[config.mk]
export PLATFORM = sky130hd
export DESIGN_NAME = mdio_c22_master
export DESIGN_NICKNAME = d
export VERILOG_FILES = /design/src/rtl/mdio_c22_pkg.sv /design/src/rtl/mdio_c22_regs.sv /design/src/rtl/mdio_c22_mdc_div.sv /design/src/rtl/mdio_c22_frame.sv /design/src/rtl/mdio_c22_master.sv
export SDC_FILE = /design/constraint.sdc
export NUM_CORES = 1
export LEC_CHECK = 0
export BUFFER_PORTS_ARGS = -buffer_cell sky130_fd_sc_hd__buf_2
export CORE_MARGIN = 2
export CORE_UTILIZATION = 40
export CTS_BUF_LIST = sky130_fd_sc_hd__clkbuf_8 sky130_fd_sc_hd__clkbuf_16
export DETAILED_ROUTE_END_ITERATION = 16
export PLACE_DENSITY = 0.63
export SYNTH_ARGS = -nofsm -noshare
export SYNTH_HDL_FRONTEND = slang
export SYNTH_HIERARCHICAL = 1
export SYNTH_SLANG_ARGS = --single-unit
[constraint.sdc]
create_clock -name clk_i -period 4.6 [get_ports clk_i]
set_clock_uncertainty 0.2 [all_clocks]
set_input_delay 0.46 -clock clk_i [delete_from_list [all_inputs] [get_ports clk_i]]
set_output_delay 0.46 -clock clk_i [all_outputs]
set_load 0.02 [all_outputs]
[src/rtl/mdio_c22_pkg.sv]
package mdio_c22_pkg;

   localparam int REG_W = 32;

   typedef enum logic [1:0] {
      SEL_TARGET = 2'd0,
      SEL_CMD    = 2'd1,
      SEL_GATE   = 2'd2
   } reg_sel_e;

   // command register field positions
   localparam int CMD_DATA_LSB  = 0;
   localparam int CMD_OP_LSB    = 16;
   localparam int CMD_SADDR_BIT = 18;
   localparam int CMD_CR_LSB    = 19;
   localparam int CMD_BUSY_BIT  = 22;
   localparam int CMD_ERR_BIT   = 23;

   // target register field positions
   localparam int TGT_PORT_LSB  = 16;
   localparam int TGT_REG_LSB   = 0;

   localparam logic [1:0] OP_CODE_WR = 2'b01;
   localparam logic [1:0] OP_CODE_RD = 2'b11;

   // on-wire fields
   localparam logic [1:0] WIRE_START = 2'b01;
   localparam logic [1:0] WIRE_OP_WR = 2'b01;
   localparam logic [1:0] WIRE_OP_RD = 2'b10;
   localparam logic [1:0] WIRE_TA_WR = 2'b10;

endpackage

[src/rtl/mdio_c22_regs.sv]
module mdio_c22_regs
   import mdio_c22_pkg::*;
#(
   parameter int NUM_PORTS = 4,
   parameter int CR_W      = 3,
   parameter int DATA_W    = 16,
   parameter int PHY_W     = 5,
   parameter int REGA_W    = 5
) (
   input  logic              clk_i,
   input  logic              rst_ni,
   input  logic              wr_i,
   input  logic [1:0]        sel_i,
   input  logic [REG_W-1:0]  wdata_i,
   input  logic              busy_i,
   input  logic              done_i,
   input  logic [DATA_W-1:0] rd_data_i,
   output logic [REG_W-1:0]  rdata_o,
   output logic              launch_o,
   output logic              is_rd_o,
   output logic [PHY_W-1:0]  port_o,
   output logic [REGA_W-1:0] regad_o,
   output logic [DATA_W-1:0] wr_data_o,
   output logic [CR_W-1:0]   cr_o,
   output logic              err_o
);

   logic [PHY_W-1:0]     port_q;
   logic [REGA_W-1:0]    regad_q;
   logic [NUM_PORTS-1:0] gate_q;
   logic [DATA_W-1:0]    data_q;
   logic [1:0]           op_q;
   logic                 saddr_q;
   logic [CR_W-1:0]      cr_q;
   logic                 err_q;

   logic wr_tgt, wr_cmd, wr_gate, go, op_ok, port_ok, reject;
   logic [1:0] new_op;
   logic [NUM_PORTS-1:0] hit;

   assign wr_tgt  = wr_i && (sel_i == SEL_TARGET) && !busy_i;
   assign wr_cmd  = wr_i && (sel_i == SEL_CMD)    && !busy_i;
   assign wr_gate = wr_i && (sel_i == SEL_GATE)   && !busy_i;

   assign go     = wr_cmd && wdata_i[CMD_BUSY_BIT];
   assign new_op = wdata_i[CMD_OP_LSB +: 2];
   assign op_ok  = (new_op == OP_CODE_WR) || (new_op == OP_CODE_RD);

   // one comparator per gated port
   for (genvar i = 0; i < NUM_PORTS; i++) begin : g_port
      assign hit[i] = gate_q[i] && (port_q == PHY_W'(i));
   end
   assign port_ok = |hit;

   assign launch_o  = go && op_ok && port_ok;
   assign reject    = go && !launch_o;
   assign is_rd_o   = (new_op == OP_CODE_RD);
   assign port_o    = port_q;
   assign regad_o   = regad_q;
   assign wr_data_o = wdata_i[CMD_DATA_LSB +: DATA_W];
   assign cr_o      = cr_q;
   assign err_o     = err_q;

   always_ff @(posedge clk_i or negedge rst_ni) begin
      if (!rst_ni) begin
         port_q  <= '0;
         regad_q <= '0;
      end else if (wr_tgt) begin
         port_q  <= wdata_i[TGT_PORT_LSB +: PHY_W];
         regad_q <= wdata_i[TGT_REG_LSB +: REGA_W];
      end
   end

   always_ff @(posedge clk_i or negedge rst_ni) begin
      if (!rst_ni)      gate_q <= '0;
      else if (wr_gate) gate_q <= wdata_i[NUM_PORTS-1:0];
   end

   always_ff @(posedge clk_i or negedge rst_ni) begin
      if (!rst_ni) begin
         data_q  <= '0;
         op_q    <= '0;
         saddr_q <= 1'b0;
         cr_q    <= '0;
      end else if (wr_cmd) begin
         data_q  <= wdata_i[CMD_DATA_LSB +: DATA_W];
         op_q    <= new_op;
         saddr_q <= wdata_i[CMD_SADDR_BIT];
         cr_q    <= wdata_i[CMD_CR_LSB +: CR_W];
      end else if (done_i && (op_q == OP_CODE_RD)) begin
         data_q  <= rd_data_i;
      end
   end

   // sticky error: set by a rejected launch, cleared by write-one
   always_ff @(posedge clk_i or negedge rst_ni) begin
      if (!rst_ni)                                  err_q <= 1'b0;
      else if (reject)                              err_q <= 1'b1;
      else if (wr_cmd && wdata_i[CMD_ERR_BIT])      err_q <= 1'b0;
   end

   always_comb begin
      rdata_o = '0;
      unique case (sel_i)
         SEL_TARGET: begin
            rdata_o[TGT_PORT_LSB +: PHY_W] = port_q;
            rdata_o[TGT_REG_LSB +: REGA_W] = regad_q;
         end
         SEL_CMD: begin
            rdata_o[CMD_DATA_LSB +: DATA_W] = data_q;
            rdata_o[CMD_OP_LSB +: 2]        = op_q;
            rdata_o[CMD_SADDR_BIT]          = saddr_q;
            rdata_o[CMD_CR_LSB +: CR_W]     = cr_q;
            rdata_o[CMD_BUSY_BIT]           = busy_i;
            rdata_o[CMD_ERR_BIT]            = err_q;
         end
         SEL_GATE: rdata_o[NUM_PORTS-1:0] = gate_q;
         default:  rdata_o = '0;
      endcase
   end

   logic unused_bits;
   assign unused_bits = ^{wdata_i[REG_W-1:CMD_ERR_BIT+1]};

endmodule

[src/rtl/mdio_c22_mdc_div.sv]
module mdio_c22_mdc_div #(
   parameter int CR_W = 3
) (
   input  logic            clk_i,
   input  logic            rst_ni,
   input  logic            run_i,
   input  logic [CR_W-1:0] cr_i,
   output logic            tick_o
);

   localparam int DIV_W = (1 << CR_W) + 1;

   logic [DIV_W-1:0] cnt_q;
   logic [DIV_W-1:0] half_m1;

   // half period = 2^(cr+1) system clocks
   assign half_m1 = (DIV_W'(1) << (int'(cr_i) + 1)) - DIV_W'(1);
   assign tick_o  = run_i && (cnt_q == half_m1);

   always_ff @(posedge clk_i or negedge rst_ni) begin
      if (!rst_ni)                cnt_q <= '0;
      else if (!run_i || tick_o)  cnt_q <= '0;
      else                        cnt_q <= cnt_q + DIV_W'(1);
   end

endmodule

[src/rtl/mdio_c22_frame.sv]
module mdio_c22_frame
   import mdio_c22_pkg::*;
#(
   parameter int PRE_BITS = 32,
   parameter int PHY_W    = 5,
   parameter int REGA_W   = 5,
   parameter int DATA_W   = 16,
   parameter int CNT_W    = 7
) (
   input  logic              clk_i,
   input  logic              rst_ni,
   input  logic              launch_i,
   input  logic              is_rd_i,
   input  logic [PHY_W-1:0]  port_i,
   input  logic [REGA_W-1:0] regad_i,
   input  logic [DATA_W-1:0] wr_data_i,
   input  logic              tick_i,
   input  logic              mdi_i,
   output logic              active_o,
   output logic              mdc_o,
   output logic              mdo_o,
   output logic              oe_o,
   output logic              done_o,
   output logic [DATA_W-1:0] rd_data_o,
   output logic [CNT_W-1:0]  bit_idx_o
);

   localparam int HDR_BITS   = PRE_BITS + 4 + PHY_W + REGA_W;
   localparam int TA_POS     = HDR_BITS;
   localparam int DATA_POS   = HDR_BITS + 2;
   localparam int FRAME_BITS = DATA_POS + DATA_W;

   logic [FRAME_BITS-1:0] sh_q;
   logic [FRAME_BITS-1:0] frame;
   logic [CNT_W-1:0]      cnt_q;
   logic                  hi_q;
   logic                  act_q;
   logic                  rd_q;
   logic [DATA_W-1:0]     rsh_q;
   logic                  last_bit;

   assign frame = {{PRE_BITS{1'b1}}, WIRE_START,
                   is_rd_i ? WIRE_OP_RD : WIRE_OP_WR,
                   port_i, regad_i,
                   is_rd_i ? 2'b11 : WIRE_TA_WR,
                   is_rd_i ? {DATA_W{1'b1}} : wr_data_i};

   assign last_bit = (cnt_q == CNT_W'(FRAME_BITS - 1));

   always_ff @(posedge clk_i or negedge rst_ni) begin
      if (!rst_ni) begin
         act_q <= 1'b0;
         hi_q  <= 1'b0;
         rd_q  <= 1'b0;
         cnt_q <= '0;
         sh_q  <= '0;
         rsh_q <= '0;
      end else if (launch_i) begin
         act_q <= 1'b1;
         hi_q  <= 1'b0;
         rd_q  <= is_rd_i;
         cnt_q <= '0;
         sh_q  <= frame;
      end else if (act_q && tick_i) begin
         if (!hi_q) begin
            // rising MDC: sample reply bits during the data field
            hi_q <= 1'b1;
            if (rd_q && (cnt_q >= CNT_W'(DATA_POS)))
               rsh_q <= {rsh_q[DATA_W-2:0], mdi_i};
         end else begin
            // falling MDC: advance to next bit
            hi_q <= 1'b0;
            if (last_bit) begin
               act_q <= 1'b0;
            end else begin
               cnt_q <= cnt_q + CNT_W'(1);
               sh_q  <= {sh_q[FRAME_BITS-2:0], 1'b1};
            end
         end
      end
   end

   assign active_o  = act_q;
   assign mdc_o     = hi_q;
   assign mdo_o     = act_q ? sh_q[FRAME_BITS-1] : 1'b1;
   assign oe_o      = act_q && !(rd_q && (cnt_q >= CNT_W'(TA_POS)));
   assign done_o    = act_q && tick_i && hi_q && last_bit;
   assign rd_data_o = rsh_q;
   assign bit_idx_o = cnt_q;

endmodule

[src/rtl/mdio_c22_master.sv]
module mdio_c22_master
   import mdio_c22_pkg::*;
#(
   parameter int NUM_C22_PORTS = 4,
   parameter int CR_W          = 3,
   parameter int PRE_BITS      = 32,
   parameter int PHY_W         = 5,
   parameter int REGA_W        = 5,
   parameter int DATA_W        = 16
) (
   input  logic        clk_i,
   input  logic        rst_ni,
   input  logic        reg_wr_i,
   input  logic [1:0]  reg_sel_i,
   input  logic [31:0] reg_wdata_i,
   output logic [31:0] reg_rdata_o,
   output logic        mdc_o,
   output logic        mdio_o,
   output logic        mdio_oe_o,
   input  logic        mdio_i
);

   localparam int TA_POS     = PRE_BITS + 4 + PHY_W + REGA_W;
   localparam int FRAME_BITS = TA_POS + 2 + DATA_W;
   localparam int CNT_W      = $clog2(FRAME_BITS + 1);

   // elaboration-time parameter checks
   if (NUM_C22_PORTS < 1 || NUM_C22_PORTS > (1 << PHY_W) || NUM_C22_PORTS > REG_W) begin : g_bad_ports
      $error("NUM_C22_PORTS out of range");
   end
   if (CMD_CR_LSB + CR_W != CMD_BUSY_BIT) begin : g_bad_cr
      $error("clock-range field must end just below busy");
   end
   if (DATA_W != CMD_OP_LSB) begin : g_bad_data
      $error("data field must fill the bits below the operation field");
   end
   if (TGT_PORT_LSB + PHY_W > REG_W || REGA_W > TGT_PORT_LSB) begin : g_bad_tgt
      $error("target register fields overlap");
   end
   if (PRE_BITS < 1) begin : g_bad_pre
      $error("preamble must be at least one bit");
   end

   logic              busy;
   logic              done;
   logic              launch;
   logic              is_rd;
   logic              tick;
   logic              err;
   logic [PHY_W-1:0]  port;
   logic [REGA_W-1:0] regad;
   logic [DATA_W-1:0] wr_data;
   logic [DATA_W-1:0] rd_data;
   logic [CR_W-1:0]   cr;
   logic [CNT_W-1:0]  bit_idx;

   mdio_c22_regs #(
      .NUM_PORTS (NUM_C22_PORTS),
      .CR_W      (CR_W),
      .DATA_W    (DATA_W),
      .PHY_W     (PHY_W),
      .REGA_W    (REGA_W)
   ) u_regs (
      .clk_i     (clk_i),
      .rst_ni    (rst_ni),
      .wr_i      (reg_wr_i),
      .sel_i     (reg_sel_i),
      .wdata_i   (reg_wdata_i),
      .busy_i    (busy),
      .done_i    (done),
      .rd_data_i (rd_data),
      .rdata_o   (reg_rdata_o),
      .launch_o  (launch),
      .is_rd_o   (is_rd),
      .port_o    (port),
      .regad_o   (regad),
      .wr_data_o (wr_data),
      .cr_o      (cr),
      .err_o     (err)
   );

   mdio_c22_mdc_div #(
      .CR_W (CR_W)
   ) u_div (
      .clk_i  (clk_i),
      .rst_ni (rst_ni),
      .run_i  (busy),
      .cr_i   (cr),
      .tick_o (tick)
   );

   mdio_c22_frame #(
      .PRE_BITS (PRE_BITS),
      .PHY_W    (PHY_W),
      .REGA_W   (REGA_W),
      .DATA_W   (DATA_W),
      .CNT_W    (CNT_W)
   ) u_frame (
      .clk_i     (clk_i),
      .rst_ni    (rst_ni),
      .launch_i  (launch),
      .is_rd_i   (is_rd),
      .port_i    (port),
      .regad_i   (regad),
      .wr_data_i (wr_data),
      .tick_i    (tick),
      .mdi_i     (mdio_i),
      .active_o  (busy),
      .mdc_o     (mdc_o),
      .mdo_o     (mdio_o),
      .oe_o      (mdio_oe_o),
      .done_o    (done),
      .rd_data_o (rd_data),
      .bit_idx_o (bit_idx)
   );

endmodule

==> run summary, run 1 <==
Non-Filler Instances -> 931
IO Count -> 73
Final number of hold-violating endpoints -> 32
Largest family of logic cells by synthesized area -> simple AND/OR/NAND/NOR gates
Vias per inst -> 5.15
CP most frequent cell -> nand3_2
CP Class -> reg2reg
Share of layout cells above drive strength 1 -> 21.4%
VDD IR max -> 0.259 mV
Post-Syn Instances -> 676
Synth Area per Inst -> 9.92 µm²
Unique masters post-synth -> 55
H-tree Lvls -> 4
Yosys warnings -> 6
Number of post-CTS setup repair buffers -> 0
Initial Util -> 40.7%
# diodes -> 0
Initial antenna violation count -> 0
Max-cap check violation count -> 0
Longest Clk Path Bufs -> 2
Clk slew on worst S/H paths -> 0.06 ns
Power Dens Cells -> 436 mW/mm²
Leak Pwr -> 3.60 nW
First drt pass iteration count -> 5
Failing checks -> negative hold slack
Ys async rst share -> 100%
Crit-path leading delay family -> simple AND/OR/NAND/NOR gates
Dpl hpwl -> 8850 µm
Final Util -> 45.7%
CTS root buf -> clkbuf_16
Multiplexer area fraction after synthesis -> 10.4%
Placed Area -> 0.00699 mm²
TritonCTS clock tree -> yes
Post-Synth Adder-Cell Area -> 0.746%
Crit-path cells -> nor3_1 -> inv_1 -> ha_1 -> or3_1 -> o31a_2 -> o32a_2 -> a2111oi_4 -> and2_1 -> nand3_2 -> nor4_1 -> nand3_2 -> buf_4 -> mux2i_1 -> o21ai_0
Final critical-path share of the clock period -> 91.0%
Sequential share of the synthesized area -> 50.7%
Hold WS -> -0.0477 ns
Die area -> 0.0178 mm²
Most frequent cells in the layout -> 136 x dfrtp_1, 82 x nor3_1, 69 x nor2_1
CP peak stage delay -> 0.52 ns
Nets -> 740
Core ar. -> 0.0165 mm²
Placer Congestion -> 0.757
GRT Util Overall -> 15.5%
CP required -> 4.68 ns
Slowest-stage cell, CP -> dfrtp_1
Worst Path Arrival -> 4.26 ns
Number of synthesized flops with an enable pin -> 0
CP endpoint kind -> register
FILL cells -> 1577
Remaining Overflow, GRT -> 0
CTS Hold Bufs -> 0
Remaining antenna violation count after routing -> 0
Routed len/inst -> 14.3 µm
Clock sink count -> 136
Finished Cell Area -> 0.00753 mm²
RSZ-0062 raised after global routing -> no
Dpl cells -> 899
IO buf count -> 56
Row count -> 47
Worst-Margin Slew -> 1.25 ns
Final-report max-slew violation count -> 0
PostCTS Resize Cnt -> 0
Seq cells post-synth -> 136
Commonest non-fill, non-tap cell in the layout -> dfrtp_1
Peak Freq -> 239 MHz
Synth Area in Compound Gates -> 9.20%
Synth Area in XOR/XNOR -> 2.09%
Initial drt markers -> 280
Vias -> 4792
Worst Path Buf+Inv -> 2
Status -> complete, but fails checks
Chip Width -> 133 µm
CTS Buf Count -> 17
Area Overhead vs Synth -> 12.3%
Total negative slack -> 0 ns
DRC Markers -> 0
Simple-Gate Fraction of Synth Area -> 19.9%
Worst skew pair latency -> 0.41 ns
First-pass GRT wire length -> 22400 µm
Final setup violation count -> 0
WL final -> 13300 µm
Die Span Y -> 133 µm
Pin count of the biggest net entering global routing -> 115
Cell area after synthesis -> 0.00671 mm²
Most common flop cell mapped by yosys -> dfrtp_1
CP Max Fanout -> 16
Hold Path Class -> in2async
Min Clock Period, post-route -> 4.19 ns
Launching element type of the critical path -> register
Slew HR -> 16.6%
Number of global-route vias before repair -> 4753
## final timing paths
check / from / endpoint / slack, ns / depth (start not counted)
max: u_regs/cr_o[1] / u_regs/data_q[11] / 0.41 / 14
min: rst_ni / u_regs/err_o / -0.05 / 1
max reg2reg: u_regs/cr_o[1] / u_regs/data_q[11] / 0.41 / 14
min reg2reg: u_regs/err_o / u_regs/err_o / 0.29 / 1
max in group asynchronous: rst_ni / u_frame/sh_q[30] / 3.22 / 2
min in group clk_i: mdio_i / u_frame/rd_data_o[0] / 0.08 / 2
## worst register-to-register path: stages, from the launching register on
cell and delay, ns:
dfrtp_1 0.52, nor3_1 0.36, inv_1 0.08, ha_1 0.28
or3_1 0.36, o31a_2 0.13, o32a_2 0.22, a2111oi_4 0.38
and2_1 0.25, nand3_2 0.18, nor4_1 0.45, nand3_2 0.13
buf_4 0.25, mux2i_1 0.19, o21ai_0 0.09
## where the power goes
group	internal [mW]	total (mW)	switching (mW)
Sequential	1.42	1.58	0.164
Combinational	0.225	0.482	0.257
Clock	0.704	1.22	0.520
Total	2.35	3.29	0.941
## cell type report
| cell class | instances | area, µm² | share of cell area, % |
|---|---|---|---|
| clock buffer | 18 | 439 | 5.83 |
| clock inverter | 14 | 104 | 1.38 |
| inverter | 4 | 15.0 | 0.199 |
| multi-input combinational | 473 | 2910 | 38.7 |
| sequential | 136 | 3400 | 45.2 |
| tap | 220 | 275 | 3.66 |
| timing repair buffer | 66 | 383 | 5.08 |
## cells by family (layout without fill, tap and decap cells)
group,after synthesis,count (layout)
and+or+nand+nor,274,274
DFF,136,136
AOI/OAI and AO/OA,106,106
buffers and inverters,74,102
muxes,64,64
xor gates and xnor gates,16,16
adders and majority gates,4,4
other,2,9
## registers in the layout, summed over array words and instances (netlist names)
signal,cells
u_regs/saddr_q,1
u_frame/mdc_o,1
u_frame/bit_idx_o,7
u_frame/sh_q,64
u_regs/regad_o,5
u_regs/op_q,2
u_regs/cr_o,3
u_regs/err_o,1
u_div/cnt_q,9
u_regs/gate_q,4
u_frame/rd_data_o,16
u_frame/active_o,1
u_frame/rd_q,1
u_regs/port_o,5
u_regs/data_q,16
## Yosys cell counts (all sizes together), types with 2 or more instances
| master | number | area, µm² |
|---|---|---|
| a21oi | 65 | 329 |
| nor3b | 2 | 15.0 |
| a21boi | 3 | 22.5 |
| mux2i | 27 | 270 |
| nor4b | 2 | 17.5 |
| a2111oi | 2 | 42.5 |
| a211oi | 2 | 15.0 |
| conb | 2 | 7.51 |
| clkbuf | 17 | 65.1 |
| o21ai | 24 | 120 |
| or3 | 3 | 18.8 |
| nor2b | 13 | 81.3 |
| and2 | 16 | 100 |
| xnor2 | 6 | 52.6 |
| a21o | 2 | 16.3 |
| nor4 | 3 | 33.8 |
| buf | 53 | 375 |
| nand2 | 60 | 228 |
| nand4 | 3 | 18.8 |
| inv | 4 | 15.0 |
| and3b | 2 | 20.0 |
| nand2b | 3 | 18.8 |
| xor2 | 10 | 87.6 |
| ha | 4 | 50.1 |
| dfrtp | 136 | 3400 |
| nand3 | 9 | 55.1 |
| mux2 | 36 | 405 |
| nor2 | 70 | 263 |
| nor3 | 82 | 410 |
## through the flow
stage               total power [mW]  setup WS (ns)
floorplan                       1.93          0.764
global placement                2.05          0.547
detailed placement              2.09          0.413
CTS                             3.32          0.400
global route                    3.46         0.0960
finish                          3.29          0.414
## routing by layer
metal	global-route usage [%]	wire length [µm]
met4	5.61	178
met2	25.7	6520
met3	3.81	459
met1	19.7	6170
met5	0	0
Note: power is estimated with default switching activity, not from simulation.
==> run 2: changes to the inputs <==
==> constraint.sdc (replaced) <==
create_clock -name clk_i -period 4.6 [get_ports clk_i]
set_clock_uncertainty 0.2 [all_clocks]
set_input_delay 0.23 -clock clk_i [delete_from_list [all_inputs] [get_ports clk_i]]
set_output_delay 0.23 -clock clk_i [all_outputs]
set_load 0.02 [all_outputs]
==> run summary, run 2 (synthesis results as in run 1) <==
Pin count of the biggest net entering global routing -> 115 (unchanged)
H-tree Lvls -> 4 (unchanged)
CP Max Fanout -> 16 (unchanged)
Top Usage Layer GRT -> met2 (unchanged)
Leak Pwr -> 3.77 nW (was 3.60 nW)
CP required -> 4.71 ns (was 4.68 ns)
Hold Crit Start -> reg_wr_i
Max FFs per register -> 64 (unchanged)
Max-cap check violation count -> 0 (unchanged)
Final critical-path share of the clock period -> 91.0% (about the same)
Initial Util -> 40.7% (unchanged)
Dpl hpwl -> 8890 µm (was 8850 µm)
CP most frequent cell -> nand3_2 (unchanged)
Commonest non-fill, non-tap cell in the layout -> dfrtp_1 (unchanged)
Row count -> 47 (unchanged)
Routed len/inst -> 14.5 µm (was 14.3 µm)
Total negative slack -> 0 ns (unchanged)
Longest Clk Path Bufs -> 2 (unchanged)
First-pass GRT wire length -> 23000 µm (was 22400 µm)
Multi-input gate area in the final layout -> 0.00291 mm² (unchanged)
Number of global-route vias before repair -> 4822 (was 4753)
Final Util -> 48.1% (was 45.7%)
Remaining antenna violation count after routing -> 0 (unchanged)
Most frequent cells in the layout -> 136 x dfrtp_1, 82 x nor3_1, 69 x nor2_1 (unchanged)
GRT Util Overall -> 15.8% (was 15.5%)
Flop-to-flop setup slack -> 0.41 ns (about the same)
Met3 GRT Util -> 3.88% (was 3.81%)
Die Span Y -> 133 µm (unchanged)
Initial antenna violation count -> 0 (unchanged)
Share of layout cells above drive strength 1 -> 20.6% (was 21.4%)
VDD IR max -> 0.318 mV (was 0.259 mV)
Crit-path leading delay family -> simple AND/OR/NAND/NOR gates (unchanged)
Remaining Overflow, GRT -> 0 (unchanged)
Final setup violation count -> 0 (unchanged)
GR Layer Usage met1 -> 20.2% (was 19.7%)
CP Launch Point -> u_regs/cr_o[1] (unchanged)
Core ar. -> 0.0165 mm² (unchanged)
Clk slew on worst S/H paths -> 0.06 ns (about the same)
CP peak stage delay -> 0.52 ns (about the same)
Slowest-stage cell, CP -> dfrtp_1 (unchanged)
Largest register by flop count -> u_frame/sh_q (unchanged)
Critical R2R Launch -> u_regs/cr_o[1] (unchanged)
Die area -> 0.0178 mm² (unchanged)
Placer Congestion -> 0.760 (was 0.757)
CTS Buf Count -> 17 (unchanged)
Nets -> 766 (was 740)
Grt met2 use -> 26.9% (was 25.7%)
FILL cells -> 1512 (was 1577)
FF/Latch Area -> 0.00340 mm² (unchanged)
# diodes -> 0 (unchanged)
Worst Path Buf+Inv -> 2 (unchanged)
Slew HR -> 20.9% (was 16.6%)
CP Class -> reg2reg (unchanged)
First drt pass iteration count -> 4 (was 5)
CP endpoint kind -> register (unchanged)
Worst R2R Path Depth -> 14 (unchanged)
Vias per inst -> 5.10 (was 5.15)
Peak Freq -> 239 MHz (about the same)
Power Dens Cells -> 456 mW/mm² (was 436 mW/mm²)
Final number of hold-violating endpoints -> 0 (was 32)
Min Clock Period, post-route -> 4.19 ns (about the same)
RSZ-0062 raised after global routing -> no (unchanged)
IO Count -> 73 (unchanged)
WP depth -> 14 (unchanged)
Hold Crit Depth -> 3
Status -> complete, no violations (was complete, but fails checks)
CTS root buf -> clkbuf_16 (unchanged)
IO buf count -> 56 (unchanged)
WL final -> 13900 µm (was 13300 µm)
Launching element type of the critical path -> register (unchanged)
Worst-Margin Slew -> 1.18 ns (was 1.25 ns)
Crit-path cells -> nor3_1 -> inv_1 -> ha_1 -> or3_1 -> o31a_2 -> o32a_2 -> a2111oi_4 -> and2_1 -> nand3_2 -> nor4_1 -> nand3_2 -> buf_4 -> mux2i_1 -> o21ai_0 (unchanged)
Chip Width -> 133 µm (unchanged)
Clock sink count -> 136 (unchanged)
Worst Path Arrival -> 4.30 ns (was 4.26 ns)
Final-report max-slew violation count -> 0 (unchanged)
Hold Path Class -> in2reg (was in2async)
Vias -> 4878 (was 4792)
DRC Markers -> 0 (unchanged)
Initial drt markers -> 279 (was 280)
TritonCTS clock tree -> yes (unchanged)
Area Overhead vs Synth -> 18.0% (was 12.3%)
Worst skew pair latency -> 0.41 ns (about the same)
-- run 2: cell count changes in the layout (fill, tap and decap cells not counted) --
cell	delta
clkbuf_8	+2
dlygate4sd3_1	+26
inv_6	-2
clkinv_2	-1
clkinvlp_4	-1
bufinv_16	+5
clkinv_4	-3
-- run 2: repair_timing --
item,4_1_cts,5_1_grt
hold buffers,26,0
hold endpoints to repair,113,0
resized for setup,0,0
setup buffers,0,0
-- run 2: worst reg2reg max path, delay by kind of cell, from the launching register on --
family | cells | cell delay [ns]
AOI/OAI and AO/OA | 4 | 0.92
adders and majority gates | 1 | 0.27
buffers and inverters | 2 | 0.32
DFF | 1 | 0.52
muxes | 1 | 0.15
and+or+nand+nor | 6 | 1.69
-- run 2: cell type report --
class,instances,area share [%]
clock inverter,12,2.50
tap,220,3.48
timing repair buffer,92,8.13
clock buffer,20,5.90
sequential,136,43.0
inverter,4,0.190
multi-input combinational,473,36.8
-- run 2: per-layer routing --
layer  vias up  routed length [µm]
li1       2399                   -
met4         0                 107
met3         9                 458
met2        84                6920
met5         -                   0
met1      2386                6420
-- run 2: worst paths after layout --
kind / to
min in group asynchronous: u_regs/err_o
hold reg to reg: u_frame/sh_q[17]
setup reg to reg: u_regs/data_q[1]
setup / recovery: u_regs/data_q[1]
max in group asynchronous: u_frame/sh_q[32]
hold / removal: u_regs/gate_q[3]
-- run 2: power breakdown --
part / leakage (nW) / internal, mW / switching (mW)
registers: 1.79 / 1.42 / 0.167
clock network: 0.316 / 1.00 / 0.512
logic: 1.66 / 0.242 / 0.266
-- run 2: through the flow --
stage	total power [mW]	instance area (µm²)	std cells	setup WS, ns	hold slack (ns)
6_report	3.61	7910	957	0.415	0.222
5_1_grt	3.77	7910	957	0.166	0.226
4_1_cts	3.64	7910	957	0.391	0.202
3_5_place_dp	2.09	6990	899	0.416	0.170
3_3_place_gp	2.05	6990	899	0.577	0.151
2_1_floorplan	1.93	6730	683	0.764	-0.266
==> run 3: changes to the inputs <==
Settings changed: CAP_MARGIN set to 10, PLACE_DENSITY 0.63 to 0.65.
Clock period 4.6 ns to 3.4 ns, I/O delays scaled along.
==> run summary, run 3 (synthesis results as in run 1) <==
DRC Markers -> 0 (unchanged)
IO Count -> 73 (unchanged)
Power Dens Cells -> 577 mW/mm² (was 456 mW/mm²)
Remaining Overflow, GRT -> 0 (unchanged)
Final number of hold-violating endpoints -> 0 (unchanged)
Final critical-path share of the clock period -> 100% (was 91.0%)
CTS root buf -> clkbuf_16 (unchanged)
Pwr Total -> 4.94 mW (was 3.61 mW)
Status -> complete, but fails checks (was complete, no violations)
Core ar. -> 0.0165 mm² (unchanged)
Leak Pwr -> 4.09 nW (was 3.77 nW)
Clk slew on worst S/H paths -> 0.06 ns (about the same)
Dpl hpwl -> 8780 µm (was 8890 µm)
IO buf count -> 56 (unchanged)
Longest Clk Path Bufs -> 2 (unchanged)
Final setup margin -> -0.00379 ns (was 0.415 ns)
Vias per inst -> 5.30 (was 5.10)
# diodes -> 0 (unchanged)
Worst Path Arrival -> 3.54 ns (was 4.30 ns)
Row count -> 47 (unchanged)
Commonest non-fill, non-tap cell in the layout -> dfrtp_1 (unchanged)
Hold Path Class -> in2async (was in2reg)
Launching element type of the critical path -> register (unchanged)
Share of layout cells above drive strength 1 -> 31.4% (was 20.6%)
Die Span Y -> 133 µm (unchanged)
CP Max Fanout -> 7 (was 16)
Final setup violation count -> 1 (was 0)
Max FFs per register -> 64 (unchanged)
Remaining antenna violation count after routing -> 0 (unchanged)
Placer Congestion -> 0.792 (was 0.760)
Initial drt markers -> 385 (was 279)
WL final -> 15600 µm (was 13900 µm)
Peak Freq -> 294 MHz (was 239 MHz)
Worst-Margin Slew -> 0.747 ns (was 1.18 ns)
VDD IR max -> 0.395 mV (was 0.318 mV)
Nets -> 786 (was 766)
Failing checks -> negative setup slack
Max-cap check violation count -> 0 (unchanged)
Final-report max-slew violation count -> 0 (unchanged)
H-tree Lvls -> 4 (unchanged)
Chip Width -> 133 µm (unchanged)
Number of global-route vias before repair -> 4822 (unchanged)
Non-Filler Instances -> 977 (was 957)
First drt pass iteration count -> 4 (unchanged)
CP Class -> reg2reg (unchanged)
Vias -> 5176 (was 4878)
CP endpoint kind -> register (unchanged)
Min Clock Period, post-route -> 3.40 ns (was 4.19 ns)
Area Overhead vs Synth -> 27.6% (was 18.0%)
CTS Buf Count -> 17 (unchanged)
RSZ-0062 raised after global routing -> yes (was no)
Worst skew pair latency -> 0.42 ns (was 0.41 ns)
GRT Util Overall -> 16.4% (was 15.8%)
Initial antenna violation count -> 0 (unchanged)
Most frequent cells in the layout -> 136 x dfrtp_1, 69 x nor2_1, 59 x nand2_1 (was 136 x dfrtp_1, 82 x nor3_1, 69 x nor2_1)
CP required -> 3.54 ns (was 4.71 ns)
Routed len/inst -> 15.9 µm (was 14.5 µm)
Largest register by flop count -> u_frame/sh_q (unchanged)
Clock sink count -> 136 (unchanged)
Dpl cells -> 906 (was 899)
TritonCTS clock tree -> yes (unchanged)
Die area -> 0.0178 mm² (unchanged)
Slew HR -> 50.2% (was 20.9%)
Initial Util -> 40.7% (unchanged)
Pin count of the biggest net entering global routing -> 130 (was 115)
First-pass GRT wire length -> 23500 µm (was 23000 µm)
==> run 3: area by class of cell <==
type	instances	area [µm²]
clock inverter	15	211
fill	1423	7910
clock buffer	17	425
tap	220	275
sequential	136	3400
multi-input combinational	474	3280
timing repair buffer	111	945
inverter	4	15.0
==> run 3: metrics by stage <==
| step | hold WS (ns) | TNS (ns) | setup slack [ns] | area, µm² | util (%) |
|---|---|---|---|---|---|
| 5_1_grt | 0.122 | -3.84 | -0.0998 | 8560 | 52.0 |
| 6_report | 0.112 | -0.00379 | -0.00379 | 8560 | 52.0 |
| 3_3_place_gp | -0.00896 | -0.00686 | -0.00686 | 7150 | 43.4 |
| 2_1_floorplan | -0.326 | 0 | 0.161 | 6800 | - |
| 4_1_cts | 0.105 | -0.0555 | -0.0250 | 8050 | 48.9 |
| 3_5_place_dp | 0.00146 | -0.146 | -0.0721 | 7150 | 43.4 |
==> run 3: power by group <==
group / total, mW / internal (mW) / switching (mW)
sequential: 2.14 / 1.92 / 0.222
combinational: 0.792 / 0.373 / 0.419
clock: 2.00 / 1.25 / 0.756
==> run 3: final timing paths <==
kind	slack (ns)	depth (start not counted)	start	endpoint
min	0.11	2	rst_ni	u_frame/sh_q[50]
max in group asynchronous	2.09	3	rst_ni	u_frame/sh_q[14]
min in group clk_i	0.12	3	reg_wr_i	u_regs/port_o[4]
max reg2reg	-0.004	13	u_regs/cr_o[1]	u_frame/bit_idx_o[3]
min reg2reg	0.31	2	u_frame/sh_q[16]	u_frame/sh_q[17]
max	-0.004	13	u_regs/cr_o[1]	u_frame/bit_idx_o[3]
==> run 3: what timing repair did <==
action | 4_1_cts | 5_1_grt
setup endpoints to repair | 10 | 99
hold endpoints to repair | 117 | 0
hold buffers | 26 | 0
pin swaps | 2 | 5
cloned | 0 | 8
setup buffers | 0 | 5
resized for setup | 2 | 84
==> run 3: critical path: stages (launching register included) <==
cell and delay (ns):
dfrtp_1 0.41, nor3_4 0.21, inv_2 0.06, ha_4 0.18
or3_1 0.32, o31a_2 0.13, o32a_2 0.22, a2111oi_4 0.39
and2_4 0.24, nand3_4 0.08, buf_6 0.16, a21o_4 0.23
or3_4 0.37, a21oi_2 0.14
==> run 3: per-layer routing <==
| layer | wire (µm) | vias to the layer above | global-route usage (%) |
|---|---|---|---|
| met5 | 0 | - | 0 |
| met4 | 160 | 0 | 4.37 |
| met3 | 539 | 12 | 4.76 |
| met2 | 7910 | 111 | 27.2 |
| met1 | 6940 | 2609 | 21.1 |
| li1 | - | 2444 | - |
